--- src/rtl/fsl_pkg.sv ---
package fsl_pkg;

  // Acquisition / tracking phase of the lock detector
  typedef enum logic [1:0] {
    ACQ_HUNT   = 2'd0,  // no candidate position
    ACQ_VERIFY = 2'd1,  // candidate held, counting matching frames
    ACQ_LOCK   = 2'd2   // aligned, counting misses
  } acq_state_e;

  // Smallest width able to hold the value n
  function automatic int cnt_width(input int n);
    return (n < 2) ? 1 : $clog2(n + 1);
  endfunction

endpackage

--- src/rtl/fsl_pos_ctr.sv ---
module fsl_pos_ctr #(
  parameter int FRAME_LEN = 64,
  localparam int POS_W = $clog2(FRAME_LEN)
) (
  input  logic             clk,
  input  logic             rst_n,
  input  logic             stb,
  output logic [POS_W-1:0] pos
);

  localparam logic [POS_W-1:0] POS_LAST = POS_W'(FRAME_LEN - 1);

  logic [POS_W-1:0] pos_q;
  logic [POS_W-1:0] pos_d;

  always_comb begin
    pos_d = pos_q;
    if (stb) begin
      if (pos_q == POS_LAST) pos_d = '0;
      else                   pos_d = pos_q + POS_W'(1);
    end
  end

  always_ff @(posedge clk) begin
    if (!rst_n) pos_q <= '0;
    else        pos_q <= pos_d;
  end

  assign pos = pos_q;

endmodule

--- src/rtl/fsl_acq.sv ---
module fsl_acq
  import fsl_pkg::*;
#(
  parameter int FRAME_LEN   = 64,
  parameter int ACQ_HITS    = 3,
  parameter int LOSS_MISSES = 2,
  localparam int POS_W  = $clog2(FRAME_LEN),
  localparam int HIT_W  = cnt_width(ACQ_HITS),
  localparam int MISS_W = cnt_width(LOSS_MISSES)
) (
  input  logic             clk,
  input  logic             rst_n,
  input  logic             stb,
  input  logic             sync,
  input  logic [POS_W-1:0] pos,
  output logic             locked,
  output logic [POS_W-1:0] cand
);

  localparam logic [HIT_W-1:0]  HIT_LAST  = HIT_W'(ACQ_HITS - 1);
  localparam logic [MISS_W-1:0] MISS_LAST = MISS_W'(LOSS_MISSES - 1);
  localparam logic [HIT_W-1:0]  HIT_ONE   = HIT_W'(1);

  acq_state_e        st_q, st_d;
  logic [POS_W-1:0]  cand_q, cand_d;
  logic [HIT_W-1:0]  hit_q, hit_d;
  logic [MISS_W-1:0] miss_q, miss_d;

  logic at_cand;
  assign at_cand = stb && (pos == cand_q);

  always_comb begin
    st_d   = st_q;
    cand_d = cand_q;
    hit_d  = hit_q;
    miss_d = miss_q;
    unique case (st_q)
      ACQ_HUNT: begin
        if (stb && sync) begin
          cand_d = pos;
          hit_d  = HIT_ONE;
          miss_d = '0;
          st_d   = (ACQ_HITS <= 1) ? ACQ_LOCK : ACQ_VERIFY;
        end
      end
      ACQ_VERIFY: begin
        if (at_cand && sync) begin
          if (hit_q == HIT_LAST) begin
            st_d   = ACQ_LOCK;
            miss_d = '0;
          end else begin
            hit_d = hit_q + HIT_ONE;
          end
        end else if (stb && sync) begin
          // sync somewhere else: new candidate, count restarts
          cand_d = pos;
          hit_d  = HIT_ONE;
        end else if (at_cand) begin
          // candidate missed its frame: give it up
          st_d  = ACQ_HUNT;
          hit_d = '0;
        end
      end
      ACQ_LOCK: begin
        if (at_cand) begin
          if (sync) begin
            miss_d = '0;
          end else if (miss_q == MISS_LAST) begin
            st_d   = ACQ_HUNT;
            hit_d  = '0;
            miss_d = '0;
          end else begin
            miss_d = miss_q + MISS_W'(1);
          end
        end
      end
      default: begin
        st_d  = ACQ_HUNT;
        hit_d = '0;
      end
    endcase
  end

  always_ff @(posedge clk) begin
    if (!rst_n) begin
      st_q   <= ACQ_HUNT;
      cand_q <= '0;
      hit_q  <= '0;
      miss_q <= '0;
    end else begin
      st_q   <= st_d;
      cand_q <= cand_d;
      hit_q  <= hit_d;
      miss_q <= miss_d;
    end
  end

  assign locked = (st_q == ACQ_LOCK);
  assign cand   = cand_q;

endmodule

--- src/rtl/fsl_err_flag.sv ---
module fsl_err_flag (
  input  logic clk,
  input  logic rst_n,
  input  logic locked,
  input  logic clr_wr,
  input  logic clr_wdata,
  output logic err
);

  logic err_q;
  logic clr_req;

  assign clr_req = clr_wr && !clr_wdata;

  always_ff @(posedge clk) begin
    if (!rst_n)       err_q <= 1'b0;
    else if (!locked) err_q <= 1'b1;  // set dominates
    else if (clr_req) err_q <= 1'b0;
  end

  assign err = err_q;

endmodule

--- src/rtl/fsl_lock_det.sv ---
module fsl_lock_det #(
  parameter int FRAME_LEN   = 64,
  parameter int ACQ_HITS    = 3,
  parameter int LOSS_MISSES = 2,
  localparam int POS_W = $clog2(FRAME_LEN)
) (
  input  logic             clk,
  input  logic             rst_n,
  input  logic             bit_stb,
  input  logic             sync_det,
  input  logic             err_wr,
  input  logic             err_wdata,
  output logic             locked,
  output logic [POS_W-1:0] start_pos,
  output logic [POS_W-1:0] cur_pos,
  output logic             lock_err
);

  logic [POS_W-1:0] pos_w;
  logic [POS_W-1:0] cand_w;
  logic             lock_w;

  fsl_pos_ctr #(.FRAME_LEN(FRAME_LEN)) u_pos (
    .clk  (clk),
    .rst_n(rst_n),
    .stb  (bit_stb),
    .pos  (pos_w)
  );

  fsl_acq #(
    .FRAME_LEN  (FRAME_LEN),
    .ACQ_HITS   (ACQ_HITS),
    .LOSS_MISSES(LOSS_MISSES)
  ) u_acq (
    .clk   (clk),
    .rst_n (rst_n),
    .stb   (bit_stb),
    .sync  (sync_det),
    .pos   (pos_w),
    .locked(lock_w),
    .cand  (cand_w)
  );

  fsl_err_flag u_err (
    .clk      (clk),
    .rst_n    (rst_n),
    .locked   (lock_w),
    .clr_wr   (err_wr),
    .clr_wdata(err_wdata),
    .err      (lock_err)
  );

  assign locked    = lock_w;
  assign start_pos = cand_w;
  assign cur_pos   = pos_w;

endmodule

--- config.mk ---
export PLATFORM = sky130hd
export DESIGN_NAME = fsl_lock_det
export DESIGN_NICKNAME = d
export VERILOG_FILES = /design/src/rtl/fsl_pkg.sv /design/src/rtl/fsl_pos_ctr.sv /design/src/rtl/fsl_acq.sv /design/src/rtl/fsl_err_flag.sv /design/src/rtl/fsl_lock_det.sv
export SDC_FILE = /design/constraint.sdc
export NUM_CORES = 1
export LEC_CHECK = 0
export BUFFER_PORTS_ARGS = -buffer_cell sky130_fd_sc_hd__buf_2
export CAP_MARGIN = 25
export CORE_ASPECT_RATIO = 1.75
export CORE_UTILIZATION = 40
export CTS_CLUSTER_DIAMETER = 50
export DETAILED_ROUTE_END_ITERATION = 12
export SYNTH_ARGS = -nofsm -noshare
export SYNTH_HDL_FRONTEND = slang
export SYNTH_SLANG_ARGS = --single-unit
--- constraint.sdc ---
create_clock -name clk -period 4.65 [get_ports clk]
set_input_delay 0.93 -clock clk [delete_from_list [all_inputs] [get_ports clk]]
set_output_delay 0.93 -clock clk [all_outputs]
set_load 0.01 [all_outputs]
## Word level (Yosys, flattened, before mapping)

Cells that the tools add are included.

| word-level totals | value |
|---|---|
| register bits after elaboration | 19 |
| output and inout bits | 14 |

| operators by class | value |
|---|---|
| add/sub/neg operators | 3 |
| reductions and logical operators | 12 |
| equal/unequal tests | 19 |
| muxes and demuxes | 26 |

Operators by type and width:

| kind | number |
|---|---|
| two-way mux 2 bit | 17 |
| two-way mux 6 bit | 3 |
| case mux 2 bit (3 select lines) | 3 |
| case mux 6 bit (2 select lines) | 1 |
| inequality test 2 bit (second input constant) | 5 |
| AND reduction 7 bit | 1 |
| adder 6 x 1 -> 6 bit (second input constant) | 1 |
| equality test 6 bit | 1 |
| equality test 6 bit (second input constant) | 1 |
| inequality test 2 x 1 -> 1 bit (second input constant) | 3 |
| inequality test 3 bit (second input constant) | 2 |
| AND reduction 6 bit | 1 |
| AND reduction 5 bit | 1 |
| adder 2 x 1 -> 2 bit (second input constant) | 2 |
| equality test 2 x 1 -> 1 bit (second input constant) | 2 |
| equality test 2 bit (second input constant) | 2 |
| logical AND 1 bit | 4 |
| inequality test 4 x 1 -> 1 bit (second input constant) | 1 |
| inequality test 3 x 1 -> 1 bit (second input constant) | 1 |
| inequality test 3 x 2 -> 1 bit (second input constant) | 1 |
| nonzero test 3 bit | 1 |
| zero test 2 bit | 1 |
| two-way mux 1 bit | 2 |
| AND reduction 2 bit | 1 |
| 2 further kinds | 2 |

## Longest topological paths before layout

Gate-level depths: netlist (run 1).

| depth | value |
|---|---|
| word-level depth | 6 |
| gate-level depth with buffers | 7 |
| depth with buffers taken out | 6 |

## Modules after synthesis

A second synthesis (run 1) with hierarchy kept.

| second synthesis, totals | value |
|---|---|
| cell total of the unflattened synthesis | 125 |
| area, all modules | 1042.2 um2 |

Modules (own cells, without submodules):

| module | cells each | area each (um2) | seq. area each (um2) | instances |
|---|---|---|---|---|
| fsl_acq | 91 | 709.4 | 240.2 | 1 |
| fsl_pos_ctr | 30 | 294.0 | 120.1 | 1 |
| fsl_err_flag | 4 | 38.8 | 20.0 | 1 |

## Worst setup path after synthesis (run 1)

No wires, ideal clock.

| path | value |
|---|---|
| path kind | input to register |
| start | input sync_det |
| end | register u_acq.cand_q[2], in the netlist u_acq.cand[2] |
| path slack | 2.560 ns |
| stages | 7 |
| library setup time | 0.116 ns |
| path buffers | 2 |
| arrival time | 1.974 ns |
| cell sequence | nor2b_1 clkbuf_2 inv_2 a311oi_2 buf_4 nor2_1 a31o_2 |

| between the ends | value |
|---|---|
| cells in the longest elaborated chain, start to end | 4 |

Ends and longest elaborated chain:

| item | line | source |
|---|---|---|
| from (decl) | fsl_lock_det.sv:10 | `input logic sync_det,` |
| logical AND 1 bit | fsl_acq.sv:39, fsl_acq.sv:54 |  |
| two-way mux 6 bit (2 in series) | - |  |
| case mux 6 bit (2 select lines) | - |  |
| to (signal assigned) | fsl_acq.sv:92 | `cand_q <= cand_d;` |
| to (decl) | fsl_acq.sv:25 | `logic [POS_W-1:0] cand_q, cand_d;` |

Several ways; a longest one is shown, not always the timed one. The select of a mux whose other input is x is not followed.
A chain may end at the register's enable or synchronous reset.

## Worst setup path in the final report (run 1)

| path | value |
|---|---|
| start | input sync_det |
| end | register u_acq.cand_q[0], in the netlist u_acq.cand[0] |

The elaborated chain is that of the path after synthesis.

==> out/results.txt, run 1 <==
Status -> complete, no violations
Drc violations -> 0
# nets final -> 150
DR iter-0 viols -> 11
Worst Hold Path EP -> u_acq.miss_q[1]
GRT Overall Usage -> 18.2%
I/O pins -> 20
Max stage delay cell, worst path -> a311oi_2
Post-layout worst setup margin -> 2.20 ns
Initial Util -> 42.5%
Total Power -> 334 uW
Register area share after synthesis -> 35.5%
Routed wire length -> 2.24 mm
First-pass GRT wire length -> 3.72 mm
Post-DP Area -> 1150 sq um
Leakage Power -> 0.543 nW
Vias/cell -> 5.50
Max VDD drop -> 0.186 mV
Min Tclk post-route -> 2.45 ns
Final GP Congestion -> 0.744
Clk Latency, worst-skew pair -> 0.26 ns
Fin crit share -> 52.7%
CP max FO -> 12
Placement row count -> 24
Max Transition Viols Final -> 0
Routed Antenna Nets -> 0
Post-CTS setup buffer count -> 0
RR Endpoint -> u_acq.cand[0]
Worst setup EP type -> flip-flop
CTS Buffer Depth -> 2
Htree depth -> 1
Vias in the first global route -> 891
PostCTS Resize Cnt -> 0
Final hold violations -> 0
Vias -> 918
Routed wire per std cell -> 13.4 microns
Final Setup Violations -> 0
Die ar. -> 2900 sq um
Synth Area per Inst -> 8.44 sq um
Synthesized Nets -> 135
Worst slew pin tran -> 0.756 ns
Area Growth Syn to Fin -> 11.6%
Pre-CTS WS -> 1.93 ns
N_diodes -> 0
Achievable clock frequency -> 408 MHz
R2r setup slk -> 2.64 ns
Post-DP HPWL -> 1.69 mm
Clock Sinks -> 19
Post-Layout Inst Area -> 1200 sq um
Buf+Inv Stages, Crit Path -> 2
PwrDens -> 280 nW/um^2
Initial antenna violation count -> 0
Setup Skew -> 0.00437 ns
Cells along the critical path -> buf_2, nor2b_1, inv_2, a311oi_2, nor2_1, a31o_2
TritonCTS clock tree -> built
Launch point of the worst path -> sync_det
Crit path max-delay family -> compound AO/OA/AOI/OAI gates
Die height -> 70.5 microns
RSZ-0062 raised after global routing -> no
Maxcap violations -> 0
Clk slew on worst S/H paths -> 0.07 ns
Post-synth cell types -> 39
DR pass1 iterations -> 4
Hold-fix buffers, CTS -> 0
Root Buffer -> clkbuf_8
Worst path max stage delay -> 0.68 ns
Core ar. -> 2520 sq um
Post-Syn Area -> 1070 sq um
Leading cell types in the layout, fill and taps excluded -> buf_2, dfxtp_1, nand2_1, nor2_1
TNS Setup -> 0 ns
CP Launch Type -> primary input
Worst EP arrival -> 2.60 ns
CP Class -> primary input to flip-flop
Largest net degree at the start of global routing -> 29
YS warnings -> 0
Layout cells sized above 1 -> 22.0%
Grt ovf -> 0
Hold depth -> 2
Worst Path Required -> 4.80 ns
R2r worst-path depth -> 5
Hold Path Class -> flip-flop to flip-flop
Relative slew slack -> 49.6%
#FFs+latches synth -> 19
Buffers on Ports -> 19
Critical R2R Launch -> u_acq.st_q[1]
CTS buffer count -> 3
Mapped Cells -> 127
Die W -> 41.1 microns
Hold path start -> u_acq.miss_q[1]
synthesized netlist by cell type:
library cell	number	area [sq um]
dfxtp_1	19	380
nand2_1	14	52.6
nor2_1	12	45.0
inv_1	6	22.5
nor2b_1	6	37.5
o21ai_0	6	30.0
xor2_1	6	52.6
a21oi_1	5	25.0
nand4_1	5	31.3
a31o_1	4	35.0
clkbuf_1	4	15.0
a31o_2	3	26.3
and2_1	3	18.8
mux2i_1	3	30.0
a21boi_0	2	15.0
buf_2	2	10.0
ha_1	2	25.0
o2111ai_1	2	17.5
o31ai_1	2	15.0
xnor2_1	2	17.5
a211oi_1	1	7.51
a221o_1	1	10.0
a22oi_1	1	7.51
a311oi_2	1	15.0
a41o_1	1	10.0
and2_2	1	7.51
buf_4	1	7.51
buf_6	1	11.3
clkbuf_2	1	5.00
inv_2	1	3.75
nand2b_1	1	6.26
nand3_1	1	5.00
nand4b_1	1	8.76
nor3_1	1	5.00
nor4_4	1	21.3
o22ai_1	1	6.26
o311ai_1	1	8.76
or3_2	1	7.51
xor2_2	1	16.3
metrics by stage:
step	cells	utilization (%)	hold WS, ns
after floorplan	127	-	0.412
after global placement	163	45.6	0.424
after detailed placement	163	45.6	0.433
after CTS	167	47.4	0.455
after global routing	167	47.4	0.483
final	167	47.4	0.448
cells by family (layout without fill, tap and decap cells):
| kind of cell | after synthesis | in the layout | synth area share, % |
|---|---|---|---|
| multiplexers | 3 | 3 | 2.80 |
| AND/OR/NAND/NOR | 47 | 47 | 23.0 |
| XOR/XNOR | 9 | 9 | 8.05 |
| AO/OA/AOI/OAI | 31 | 31 | 21.4 |
| buffers and inverters | 16 | 30 | 7.00 |
| adder cells (fa/ha/maj) | 2 | 2 | 2.33 |
| flip-flops | 19 | 19 | 35.5 |
layout make-up:
type                       instances  area (sq um)
multi-input combinational         92           617
tap                               26          32.5
inverter                           7          26.3
timing repair buffer              19          95.1
sequential                        19           380
clock buffer                       4          45.0
fill                             283          1330
flip-flops by register name, indices dropped and copies added, names as in the netlist:
name	count
u_acq.cand	6
u_pos.pos	6
u_acq.hit_q	2
u_acq.miss_q	2
u_acq.st_q	2
u_err.err	1
worst min-delay path, stage by stage, from the launching register on:
cell and delay (ns):
dfxtp_1 0.32, nand2_1 0.06, a21oi_1 0.03
layer usage:
metal	share of wire, %	track usage, %	vias up
li1	-	-	475
met1	40	19.9	417
met2	54	30.7	19
met4	2.9	9.32	0
met5	0	0	-
met3	3.4	2.86	7
report_power, final:
group / total [mW] / switching (mW) / internal [mW]
sequential: 0.173 / 0.00636 / 0.167
clock: 0.116 / 0.0555 / 0.0610
combinational: 0.0445 / 0.0274 / 0.0171
how the worst max path moves through the flow:
stage                          endpoint  slack [ns]  cells after the start
after floorplan           u_acq.cand[2]        2.56                      7
after global routing      u_acq.cand[0]        2.03                      6
after CTS                 u_acq.cand[0]        2.20                      6
after detailed placement  u_acq.cand[0]        1.93                      6
after global placement    u_acq.cand[2]        2.00                      6
final                     u_acq.cand[0]        2.20                      6
Power figures use the tool's default switching activity.
==> inputs of run 2 (changes only) <==
--- a/config.mk
+++ b/config.mk
@@ -5,6 +5,7 @@
 export SDC_FILE = /design/constraint.sdc
 export NUM_CORES = 1
 export LEC_CHECK = 0
+export ABC_AREA = 1
 export BUFFER_PORTS_ARGS = -buffer_cell sky130_fd_sc_hd__buf_2
 export CAP_MARGIN = 25
 export CORE_ASPECT_RATIO = 1.75
==> constraint.sdc (replaced) <==
create_clock -name clk -period 2.4 [get_ports clk]
set_input_delay 0.48 -clock clk [delete_from_list [all_inputs] [get_ports clk]]
set_output_delay 0.48 -clock clk [all_outputs]
set_load 0.01 [all_outputs]
==> run 2 against run 1 <==
Compared with the run above: clock skew shrank 0.0028 ns; global-route usage grew 0.059 points; final area grew 9.1%; area after synthesis grew 7.4%; synthesized cell count grew 36%; die area grew 7.1%; utilization grew 0.53 points; clock power grew 96%; power grew to 3.6 times the previous value; first-iteration DRC count shrank 9.1%; critical path depth shrank 3; sequential cell count is the same; critical path type is now flip-flop to primary output; highest routed layer unchanged.
==> out/results.txt, run 2 <==
Status -> complete, no violations
TritonCTS clock tree -> built
Grt ovf -> 0 (unchanged)
Register area share after synthesis -> 33.0% (-2.4 points)
Area Growth Syn to Fin -> 13.4%
Layout cells sized above 1 -> 23.8% (+1.8 points)
Core ar. -> 2720 sq um (+7.9%)
Final Setup Violations -> 0 (unchanged)
Vias in the first global route -> 1130 (+27%)
Placement row count -> 25 (+4.2%)
Initial antenna violation count -> 0 (unchanged)
TNS Setup -> 0 ns (unchanged)
Hold-fix buffers, CTS -> 0 (unchanged)
DR pass1 iterations -> 4 (unchanged)
Post-CTS setup buffer count -> 0 (unchanged)
Fin crit share -> 69.1%
DR iter-0 viols -> 10 (-1)
Cells along the critical path -> inv_1, nor2_4, buf_2
Post-DP Area -> 1260 sq um (+9.3%)
# nets final -> 202 (+35%)
CTS buffer count -> 3 (unchanged)
Buffers on Ports -> 19 (unchanged)
#FFs+latches synth -> 19 (unchanged)
Worst Path Required -> 1.92 ns (-2.88 ns)
Worst setup EP type -> primary output
Clk Latency, worst-skew pair -> 0.26 ns (about the same)
Max VDD drop -> 0.404 mV (+120%)
Achievable clock frequency -> 603 MHz
Vias/cell -> 5.22 (-5.1%)
Max stage delay cell, worst path -> dfxtp_1
Die ar. -> 3100 sq um (+7.1%)
Htree depth -> 1 (unchanged)
YS warnings -> 0 (unchanged)
Mapped Cells -> 173 (+36%)
N_diodes -> 0 (unchanged)
Vias -> 1148 (+25%)
Clk slew on worst S/H paths -> 0.07 ns (about the same)
NetSw -> 519 uW (+480%)
Synthesized Nets -> 181 (+34%)
Hold Path Class -> flip-flop to flip-flop
Largest net degree at the start of global routing -> 18 (-38%)
Hold depth -> 2 (unchanged)
Routed wire per std cell -> 11.7 microns (-13%)
Final GP Congestion -> 0.863 (+16%)
CP max FO -> 6 (-6)
Initial Util -> 42.3% (-0.21 points)
Clk network pwr share -> 18.8% (-16 points)
Die height -> 73.0 microns (+3.5%)
Top FF cell, synth -> dfxtp_1
Commonest non-fill, non-tap cell in the layout -> nand2_1
RSZ-0062 raised after global routing -> no
CTS Buffer Depth -> 2 (unchanged)
Root Buffer -> clkbuf_8
Synth top area share -> 33.0% (-2.4 points)
Relative slew slack -> 71.9% (+22 points)
Post-DP HPWL -> 2.07 mm (+23%)
Post-Layout Inst Area -> 1310 sq um (+9.1%)
Synth Area per Inst -> 6.65 sq um (-21%)
Min Tclk post-route -> 1.66 ns
Worst slew pin tran -> 0.418 ns (-0.338 ns)
Post-Syn Area -> 1150 sq um (+7.4%)
Post-synth ARST share -> 0% (unchanged)
Worst path max stage delay -> 0.47 ns (-0.21 ns)
PwrDens -> 926 nW/um^2 (+230%)
R2r worst-path depth -> 10 (+5)
Die W -> 42.6 microns (+3.4%)
Clock Sinks -> 19 (unchanged)
Routed wire length -> 2.57 mm (+15%)
Leading cell types in the layout, fill and taps excluded -> nand2_1, inv_1, nor2_1, buf_2, dfxtp_1
Sequential power share -> 36.3% (-16 points)
Drc violations -> 0 (unchanged)
Synth area leaders -> dfxtp_1, nand2_1, inv_1, nor2_1, a21oi_1
EDFF count, synth -> 0 (unchanged)
Fill cells -> 307 (+8.5%)
Setup Skew -> 0.00160 ns (-0.00277 ns)
Routed Antenna Nets -> 0 (unchanged)
CP Class -> flip-flop to primary output
Synth area leader -> dfxtp_1
PostCTS Resize Cnt -> 0 (unchanged)
First-pass GRT wire length -> 4.37 mm (+17%)
Maxcap violations -> 0 (unchanged)
Most common cell in the synthesized netlist -> nand2_1
Logic pwr share -> 44.9% (+32 points)
Worst EP arrival -> 1.18 ns (-1.42 ns)
Post-synth cell types -> 24 (-38%)
Leakage Power -> 0.662 nW (+22%)
GRT Overall Usage -> 18.3% (+0.059 points)
CP Launch Type -> flip-flop
Synth cell count leaders -> nand2_1, inv_1, nor2_1, dfxtp_1
Switching Share -> 42.9% (+16 points)
I/O pins -> 20 (unchanged)
Max Transition Viols Final -> 0 (unchanged)
Cell-internal power -> 690 uW (+180%)
Final hold violations -> 0 (unchanged)
-- run 2: worst max-delay path, delay by kind of cell (launching register included) --
kind / cells / cell delay, ns
flip-flops: 1 / 0.47
AND/OR/NAND/NOR: 1 / 0.16
buffers and inverters: 2 / 0.30
-- run 2: kinds of logic (layout without fill, tap and decap cells) --
| logic type | count (synthesis) | count (layout) | share of synthesized area (%) |
|---|---|---|---|
| AND/OR/NAND/NOR | 88 | 88 | 37.7 |
| buffers and inverters | 35 | 55 | 12.3 |
| flip-flops | 19 | 19 | 33.0 |
| AO/OA/AOI/OAI | 29 | 29 | 14.8 |
| adder cells (fa/ha/maj) | 2 | 2 | 2.17 |
-- run 2: layout make-up --
type,instances,area (sq um),share of cell area (%)
Sequential cell,19,380,29.1
Tap cell,27,33.8,2.59
Multi-Input combinational cell,119,629,48.2
Inverter,32,120,9.20
Timing Repair Buffer,19,95.1,7.29
Clock inverter,1,5.00,0.384
Clock buffer,3,41.3,3.16
-- run 2: metal layers --
metal | up-vias | track usage, % | share of wire [%] | wire length (microns)
met1 | 532 | 16.4 | 38 | 983
met4 | 0 | 12.8 | 2.5 | 64
met3 | 8 | 2.97 | 2.6 | 66
met2 | 18 | 35.4 | 57 | 1450
met5 | - | 0 | 0 | 0
li1 | 590 | - | - | -
-- run 2: power groups by stage --
stage / clock, mW / combinational [mW] / sequential (mW)
final: 0.227 / 0.543 / 0.439
after detailed placement: 0 / 0.548 / 0.445
after global routing: 0.246 / 0.627 / 0.446
after CTS: 0.238 / 0.550 / 0.438
after floorplan: 0 / 0.436 / 0.437
after global placement: 0 / 0.532 / 0.445
-- run 2: stage by stage --
| step | hold WS [ns] | instances | power, mW | util [%] | setup slack [ns] |
|---|---|---|---|---|---|
| 6_report | 0.467 | 220 | 1.21 | 48.0 | 0.741 |
| 5_1_grt | 0.494 | 220 | 1.32 | 48.0 | 0.585 |
| 4_1_cts | 0.464 | 220 | 1.23 | 48.0 | 0.735 |
| 3_5_place_dp | 0.453 | 216 | 0.994 | 46.3 | 0.719 |
| 3_3_place_gp | 0.448 | 216 | 0.977 | 46.3 | 0.753 |
| 2_1_floorplan | 0.430 | 173 | 0.873 | - | 0.958 |
-- run 2: path summary, 6_finish.rpt --
| path | from | endpoint | slack [ns] |
|---|---|---|---|
| setup / recovery | u_acq.st_q[1] | locked | 0.74 |
| hold / removal | u_acq.miss_q[1] | u_acq.miss_q[1] | 0.47 |
| setup reg to reg | u_pos.pos[0] | u_acq.cand[2] | 0.79 |
| hold reg to reg | u_acq.miss_q[1] | u_acq.miss_q[1] | 0.47 |
==> inputs of run 3 (changes only) <==
==> constraint.sdc (replaced) <==
create_clock -name clk -period 1.5 [get_ports clk]
set_input_delay 0.3 -clock clk [delete_from_list [all_inputs] [get_ports clk]]
set_output_delay 0.3 -clock clk [all_outputs]
set_load 0.01 [all_outputs]
==> run 3 against run 2 <==
Compared with the run above: the run now ends with setup timing left; critical path depth up 8; via count up 3.5%; non-clock buffer count up 18; utilization up 8.0 points; die area unchanged; power up 74%; sequential cell count unchanged; routed wire length up 15%; clock power up 57%; count of clock-buffer cells in the layout up 1; cell count up 8.2%; critical path type is now flip-flop to flip-flop; critical endpoint is now u_acq.st_q[1].
==> out/results.txt, run 3 (same netlist as run 2, synthesis figures left out) <==
Status -> finished with violations
Failing checks -> setup timing
First-pass GRT wire length -> 4.45 mm (+1.9%)
PwrDens -> 1380 nW/um^2 (+49%)
Htree depth -> 1 (unchanged)
Total Power -> 2.10 mW (+74%)
N_diodes -> 0 (unchanged)
Sequential cell area -> 398 sq um (+4.6%)
Relative slew slack -> 73.2% (+1.3 points)
Worst EP arrival -> 1.69 ns (+0.51 ns)
Setup Skew -> 0.00205 ns (+0.000449 ns)
Die ar. -> 3100 sq um (unchanged)
Worst slew pin tran -> 0.402 ns (-0.0159 ns)
Worst Path Required -> 1.65 ns (-0.27 ns)
Routed Antenna Nets -> 0 (unchanged)
DR iter-0 viols -> 21 (+11)
Die W -> 42.6 microns (unchanged)
Placement row count -> 25 (unchanged)
Leading cell types in the layout, fill and taps excluded -> nand2_1, inv_1, buf_2, nor2_1, buf_4
Routed wire length -> 2.95 mm (+15%)
Final Setup Violations -> 4 (+4)
Max stage delay cell, worst path -> dfxtp_4
GRT Overall Usage -> 18.9% (+0.59 points)
Crit path max-delay family -> simple AND/OR/NAND/NOR gates
Pre-CTS WS -> -0.0194 ns (-0.738 ns)
TritonCTS clock tree -> built
Post-DP Area -> 1330 sq um (+6.0%)
Fin cells -> 238 (+8.2%)
Die height -> 73.0 microns (unchanged)
CTS buffer count -> 3 (unchanged)
Vias -> 1188 (+3.5%)
Routed wire per std cell -> 12.4 microns (+6.3%)
CP max FO -> 6 (unchanged)
Worst setup EP type -> flip-flop
Clk slew on worst S/H paths -> 0.07 ns (about the same)
Clk Latency, worst-skew pair -> 0.26 ns (about the same)
RSZ-0062 raised after global routing -> yes
Hold Path Class -> primary input to flip-flop
Largest net degree at the start of global routing -> 18 (unchanged)
Fin crit share -> 102%
Root Buffer -> clkbuf_8
Fin util -> 56.0% (+8.0 points)
Hold WS -> 0.341 ns (-0.125 ns)
Drc violations -> 0 (unchanged)
Max Transition Viols Final -> 0 (unchanged)
Min Tclk post-route -> 1.53 ns
Worst path max stage delay -> 0.37 ns (-0.10 ns)
Multi-input logic area -> 693 sq um (+10%)
Core ar. -> 2720 sq um (unchanged)
Maxcap violations -> 0 (unchanged)
Crit path top cell by count -> nand2_2
CP Class -> flip-flop to flip-flop
Clock Sinks -> 19 (unchanged)
Post-DP HPWL -> 2.16 mm (+4.3%)
# nets final -> 220 (+8.9%)
DR pass1 iterations -> 3 (-1)
Achievable clock frequency -> 652 MHz
Cells along the critical path -> inv_2, nand2_2, nand2_2, a21oi_4, nand4_4, nand2_2, nand3_2, nor2_4, nand2_1, nand2_1, nor2_1
Vias in the first global route -> 1037 (-8.2%)
Max VDD drop -> 0.668 mV (+65%)
Initial antenna violation count -> 0 (unchanged)
Vias/cell -> 4.99 (-4.3%)
CTS Buffer Depth -> 2 (unchanged)
Area Growth Syn to Fin -> 32.4%
Leakage Power -> 0.752 nW (+14%)
Initial Util -> 42.3% (unchanged)
Final GP Congestion -> 0.925 (+7.3%)
Buffers on Ports -> 19 (unchanged)
Final hold violations -> 0 (unchanged)
Hold-fix buffers, CTS -> 0 (unchanged)
Post-Layout Inst Area -> 1520 sq um (+17%)
CP Launch Type -> flip-flop
I/O pins -> 20 (unchanged)
Commonest non-fill, non-tap cell in the layout -> nand2_1
Cells after DPL -> 226 (+4.6%)
Post-layout worst setup margin -> -0.0340 ns (-0.775 ns)
TNS Setup -> -0.0496 ns (-0.0496 ns)
Layout cells sized above 1 -> 44.1% (+20 points)
Grt ovf -> 0 (unchanged)
Fill cells -> 261 (-15%)
Buf+Inv Stages, Crit Path -> 1 (-1)
[run 3: cell types whose count changed in the layout (fill, tap and decap cells not counted), moves of 7 or more]
cell	change
inv_2	+8
nand2_1	-8
buf_4	+17
nand2_2	+7
dfxtp_2	+8
dfxtp_1	-10
inv_1	-8
[run 3: path summary, 6_finish.rpt]
check | startpoint | slack (ns) | to | depth (start not counted)
max reg2reg | u_pos.pos[2] | -0.03 | u_acq.st_q[1] | 11
min reg2reg | u_acq.miss_q[1] | 0.46 | u_acq.miss_q[1] | 2
max | u_pos.pos[2] | -0.03 | u_acq.st_q[1] | 11
min | err_wdata | 0.34 | u_err.err | 3
[run 3: repair_timing]
item | 4_1_cts | 5_1_grt
endpoints found under the setup margin | 8 | 14
hold endpoints to repair | 0 | 0
gates cloned | 0 | 0
buffers inserted | 0 | 8
resized for setup | 6 | 34
pin swaps | 0 | 15
[run 3: cell type report]
| type | count | area share (%) |
|---|---|---|
| clock buffer | 4 | 2.96 |
| inverter | 32 | 7.88 |
| multi-input combinational | 119 | 45.5 |
| sequential | 19 | 26.1 |
| tap | 27 | 2.22 |
| timing repair buffer | 37 | 15.4 |
[run 3: metal layers]
metal	wire length [microns]	global-route usage (%)
met5	0	0
met4	70	10.1
met3	37	2.23
met2	1690	35.2
met1	1160	20.0
[run 3: worst reg2reg max path, stage by stage (launching register included)]
cell and delay [ns]:
dfxtp_4 0.37, inv_2 0.05, nand2_2 0.05, nand2_2 0.06, a21oi_4 0.24, nand4_4 0.16
nand2_2 0.11, nand3_2 0.08, nor2_4 0.15, nand2_1 0.07, nand2_1 0.05, nor2_1 0.04
[run 3: power by group]
| group | internal (mW) | switching, mW | total (mW) |
|---|---|---|---|
| clock | 0.189 | 0.167 | 0.356 |
| sequential | 0.601 | 0.113 | 0.713 |
| combinational | 0.411 | 0.623 | 1.03 |
